### src/rtl/xfade_pkg.sv
package xfade_pkg;

    localparam int unsigned PIX_W   = 8;
    localparam int unsigned LANE_W  = 16;
    localparam int unsigned PROD_W  = 2 * LANE_W;
    localparam int unsigned SUM_W   = LANE_W + 1;
    localparam int unsigned PIX_MAX = (1 << PIX_W) - 1;

    typedef logic [PIX_W-1:0]         pix_t;
    typedef logic signed [LANE_W-1:0] lane_t;
    typedef logic signed [SUM_W-1:0]  sum_t;

    // Per-lane state after the first stage: doubled difference and base sample.
    typedef struct packed {
        lane_t diff2;
        lane_t base;
    } front_lane_t;

    // Zero-extend one byte into a 16-bit lane.
    function automatic lane_t widen(input pix_t p);
        return lane_t'({{(LANE_W-PIX_W){1'b0}}, p});
    endfunction

    // Clamp a signed lane sum into an unsigned byte.
    function automatic pix_t clamp_byte(input sum_t v);
        if (v[SUM_W-1])
            return '0;
        else if (v > sum_t'(PIX_MAX))
            return pix_t'(PIX_MAX);
        else
            return v[PIX_W-1:0];
    endfunction

endpackage

### src/rtl/xfade_front.sv
module xfade_front
    import xfade_pkg::*;
#(
    parameter int unsigned LANES = 4,
    localparam int unsigned WORD_W = LANES * PIX_W
) (
    input  logic                      clk,
    input  logic                      rst,
    input  logic                      in_valid,
    input  logic [WORD_W-1:0]         pix_a,
    input  logic [WORD_W-1:0]         pix_b,
    input  logic [LANE_W-1:0]         fade,
    output logic                      s1_valid,
    output front_lane_t [LANES-1:0]   s1_lanes,
    output lane_t                     s1_fade
);

    front_lane_t [LANES-1:0] lanes_d;

    for (genvar i = 0; i < LANES; i++) begin : g_lane
        lane_t a_w;
        lane_t b_w;
        lane_t d_w;
        assign a_w = widen(pix_a[i*PIX_W +: PIX_W]);
        assign b_w = widen(pix_b[i*PIX_W +: PIX_W]);
        assign d_w = a_w - b_w;
        assign lanes_d[i].diff2 = d_w <<< 1;
        assign lanes_d[i].base  = b_w;
    end

    always_ff @(posedge clk) begin
        if (rst) begin
            s1_valid <= 1'b0;
            s1_lanes <= '0;
            s1_fade  <= '0;
        end else begin
            s1_valid <= in_valid;
            if (in_valid) begin
                s1_lanes <= lanes_d;
                s1_fade  <= lane_t'(fade);
            end
        end
    end

endmodule

### src/rtl/xfade_lane_mac.sv
module xfade_lane_mac
    import xfade_pkg::*;
(
    input  front_lane_t lane_in,
    input  lane_t       fade_in,
    output pix_t        pix_res
);

    logic signed [PROD_W-1:0] prod;
    lane_t                    prod_hi;
    sum_t                     sum;

    assign prod    = PROD_W'(lane_in.diff2) * PROD_W'(fade_in);
    assign prod_hi = prod[PROD_W-1:LANE_W];
    assign sum     = SUM_W'(prod_hi) + SUM_W'(lane_in.base);
    assign pix_res = clamp_byte(sum);

endmodule

### src/rtl/xfade_back.sv
module xfade_back
    import xfade_pkg::*;
#(
    parameter int unsigned LANES = 4,
    localparam int unsigned WORD_W = LANES * PIX_W
) (
    input  logic                      clk,
    input  logic                      rst,
    input  logic                      s1_valid,
    input  front_lane_t [LANES-1:0]   s1_lanes,
    input  lane_t                     s1_fade,
    output logic                      out_valid,
    output logic [WORD_W-1:0]         pix_out
);

    logic [WORD_W-1:0] packed_d;

    for (genvar i = 0; i < LANES; i++) begin : g_lane
        xfade_lane_mac mac_i (
            .lane_in (s1_lanes[i]),
            .fade_in (s1_fade),
            .pix_res (packed_d[i*PIX_W +: PIX_W])
        );
    end

    always_ff @(posedge clk) begin
        if (rst) begin
            out_valid <= 1'b0;
            pix_out   <= '0;
        end else begin
            out_valid <= s1_valid;
            if (s1_valid)
                pix_out <= packed_d;
        end
    end

endmodule

### src/rtl/xfade_simd.sv
module xfade_simd
    import xfade_pkg::*;
#(
    parameter int unsigned LANES = 4,
    localparam int unsigned WORD_W = LANES * PIX_W
) (
    input  logic              clk,
    input  logic              rst,
    input  logic              in_valid,
    input  logic [WORD_W-1:0] pix_a,
    input  logic [WORD_W-1:0] pix_b,
    input  logic [LANE_W-1:0] fade,
    output logic              out_valid,
    output logic [WORD_W-1:0] pix_out
);

    logic                    s1_valid;
    front_lane_t [LANES-1:0] s1_lanes;
    lane_t                   s1_fade;

    xfade_front #(.LANES(LANES)) front_i (
        .clk      (clk),
        .rst      (rst),
        .in_valid (in_valid),
        .pix_a    (pix_a),
        .pix_b    (pix_b),
        .fade     (fade),
        .s1_valid (s1_valid),
        .s1_lanes (s1_lanes),
        .s1_fade  (s1_fade)
    );

    xfade_back #(.LANES(LANES)) back_i (
        .clk       (clk),
        .rst       (rst),
        .s1_valid  (s1_valid),
        .s1_lanes  (s1_lanes),
        .s1_fade   (s1_fade),
        .out_valid (out_valid),
        .pix_out   (pix_out)
    );

endmodule

### config.mk
export PLATFORM = sky130hd
export DESIGN_NAME = xfade_simd
export DESIGN_NICKNAME = d
export VERILOG_FILES = /design/src/rtl/xfade_pkg.sv /design/src/rtl/xfade_front.sv /design/src/rtl/xfade_lane_mac.sv /design/src/rtl/xfade_back.sv /design/src/rtl/xfade_simd.sv
export SDC_FILE = /design/constraint.sdc
export NUM_CORES = 2
export LEC_CHECK = 0
export ABC_CLOCK_PERIOD_IN_PS = 13950
export BUFFER_PORTS_ARGS = -buffer_cell sky130_fd_sc_hd__buf_2
export CORE_ASPECT_RATIO = 0.5
export CORE_MARGIN = 2
export CORE_UTILIZATION = 50
export DETAILED_ROUTE_END_ITERATION = 12
export MAX_ROUTING_LAYER = met4
export PLACE_DENSITY = 0.67
export SLEW_MARGIN = 20
export SYNTH_ARGS = -nofsm -noshare
export SYNTH_HDL_FRONTEND = slang
export SYNTH_SLANG_ARGS = --single-unit
### constraint.sdc
create_clock -name clk -period 13.95 [get_ports clk]
set_clock_uncertainty 0.05 [all_clocks]
set_input_delay 0.6975 -clock clk [delete_from_list [all_inputs] [get_ports clk]]
set_output_delay 0.6975 -clock clk [all_outputs]
set_load 0.005 [all_outputs]
==> impl_metrics.yaml <==
synthesis:
  synth_common_cells: "fa_1, inv_1, nand2_1"
  synth_flop_cell: "dfxtp_1"
  syn-num-nets: 3532
  async_flop_share: 0
  ys_seq_elements: 118
  synth_area_um2: 25000
  ys_types: 67
  synthCells: 2713
  yosysTopAreaCell: "fa_1"
  ys_warn_count: 0
  yosysTopAreaCellShare: 0.384
  synth.yosys.seq_area_share: 0.0944
  synth_most_common_cell: "fa_1"
  synth_area_leaders: "fa_1, ha_1, dfxtp_1"
  synth_edf_count: 0
  syn_area_per_cell_um2: 9.23
cts:
  root_buffer: "clkbuf_16"
  postCtsResizedCells: 0
  clk_latency_ns: 0.44
  cts_setup_buffers: 0
  clkTransAtPathRegs_ns: 0.06
  numCtsBuffers: 17
  cts-htree-levels: 4
  cts_tree: "done"
  cts_sinks: 118
  cts_max_path_buffers: 2
  holdBufCountCts: 0
detailed_routing:
  vias_per_cell: 5.32
  drt_pass1_iterations: 6
  routedWlPerCell_um: 16.5
  antenna_left: 0
  drc_errors: 0
  wl_um: 56000
  drt-initial-drc-count: 849
  vias: 18055
power_and_ir_drop:
  power_density_nw_per_um2: 77.9
  vdd_ir_drop_max_v: 0.0000704
  p_leak_nw: 14.0
placed_design:
  gp_congestion: 0.837
  hpwl_um: 43200
  port_buffers: 115
grt:
  grt_use_met1: 0.306
  grt_pass1_wl_um: 95900
  track_usage: 0.236
  globalRouteMet2Util: 0.394
  grt_pass1_vias: 19496
  met3_usage: 0.0375
  antenna_found_initial: 0
  grt_max_degree: 95
  busiest_layer: "met2"
  grt.overflow.total: 0
timing:
  hold_viol: 0
  finalCritPeriodShare: 0.601
  worstMarginPinSlew_ns: 1.02
  slew_headroom: 0.319
  report.final.slew_viol_count: 0
  fmax_mhz: 119
  fin_setup_tns_ns: 0
  setup_viol: 0
  post-route-min-period_ns: 8.38
  grt_setup_unrepaired: "false"
job:
  drv_cap: 0
final_layout:
  antenna_cells: 0
  area_growth_pct: 6.60
  drive_gt1_frac: 0.0725
  final_util: 0.545
  final_net_count: 3552
critical_path:
  slowest_stage: "fa_1"
  required_ns: 14.18
  cp_common_cell: "fa_1"
  crit_path_end_kind: "flip-flop"
  cp-start-kind: "flip-flop"
  crit_path_max_incr_delay_ns: 0.57
  critPathMaxFanout: 28
  crit_arrival_ns: 8.61
  criticalPathCategory: "reg -> reg"
floorplan:
  core_area_um2: 49000
  chipHeight_um: 162
  dieArea_um2: 52000
  pin_count: 116
  chipWidth_um: 320
  start_util: 0.511
  rows: 57
outcome:
  status: "finished clean"
min_path:
  hp-class: "reg -> reg"
[routing by layer]
metal  wire (um)  vias to the layer above
met2       27500                      357
li1            -                     8482
met3        2820                       66
met4        1060                        0
met5           0                        -
met1       24600                     9150
[worst max-delay path, delay by kind of cell (launching register included)]
kind | cells | cell delay, ns
adder cells (fa/ha/maj) | 7 | 3.12
AO/OA/AOI/OAI | 10 | 2.53
AND/OR/NAND/NOR | 8 | 1.11
buffers and inverters | 4 | 0.56
flip-flops | 1 | 0.55
multiplexers | 1 | 0.29
[layout by cell type, fill, tap and decap left out, types with 17 or more instances in the layout]
cell | synthesis | routed
inv_1 | 409 | 408
mux2i_1 | 80 | 80
nand2b_1 | 33 | 33
a21o_1 | 44 | 44
buf_4 | 1 | 26
xnor2_1 | 69 | 69
xor2_1 | 37 | 37
nor2_1 | 182 | 182
o21ai_0 | 34 | 34
ha_1 | 256 | 256
clkbuf_16 | 0 | 17
dfxtp_1 | 118 | 118
nor3_1 | 19 | 19
buf_2 | 3 | 113
and2_1 | 264 | 264
fa_1 | 480 | 480
nand2_1 | 299 | 299
a21oi_1 | 78 | 78
[registers in the layout (all words and copies together) (netlist names)]
signal            count
front_i.s1_valid      1
back_i.pix_out       32
front_i.s1_lanes     68
front_i.s1_fade      16
back_i.out_valid      1
[final timing paths]
| kind | startpoint | to | slack, ns | cells after the start |
|---|---|---|---|---|
| setup / recovery | front_i.s1_fade[5]$_SDFFE_PP0P_ | back_i.pix_out[21]$_SDFFE_PP0P_ | 5.57 | 30 |
| hold / removal | back_i.pix_out[9]$_SDFFE_PP0P_ | back_i.pix_out[9]$_SDFFE_PP0P_ | 0.39 | 2 |
| setup reg to reg | front_i.s1_fade[5]$_SDFFE_PP0P_ | back_i.pix_out[21]$_SDFFE_PP0P_ | 5.57 | 30 |
| hold reg to reg | back_i.pix_out[9]$_SDFFE_PP0P_ | back_i.pix_out[9]$_SDFFE_PP0P_ | 0.39 | 2 |
[cell type report]
class / instances / area (um2)
clock buffers: 21 / 460
clock inverters: 9 / 128
fillers: 4403 / 22300
inverters: 409 / 1540
multi-input cells: 2047 / 20600
flip-flops and latches: 118 / 2360
well taps: 649 / 812
repair buffers: 140 / 781
[kinds of logic (layout without fill, tap and decap cells)]
kind of cell,after synthesis,after routing,synth area share
and+or+nand+nor,853,853,0.165
adders and majority gates,736,736,0.512
buffers and inverters,548,579,0.0825
AOI/OAI and AO/OA,269,269,0.0751
DFF,118,118,0.0944
xor gates and xnor gates,107,107,0.0377
muxes,82,82,0.0329
[through the flow]
stage          setup WS, ns  instances  hold WS [ns]  power (mW)  cell area [um2]
2_1_floorplan          6.48       2713         0.393        1.33            25000
3_3_place_gp           5.75       3362         0.383        1.59            26100
3_5_place_dp           5.63       3362         0.387        1.62            26100
4_1_cts                5.53       3392         0.395        2.10            26700
5_1_grt                4.99       3393         0.412        2.28            26700
6_report               5.57       3393         0.393        2.08            26700
[power by group]
part	internal (mW)	total, mW	switching [mW]
Sequential	0.376	0.455	0.0786
Clock	0.287	0.464	0.177
Combinational	0.505	1.16	0.655
Total	1.17	2.08	0.911
Note: power is estimated with default switching activity, not from simulation.
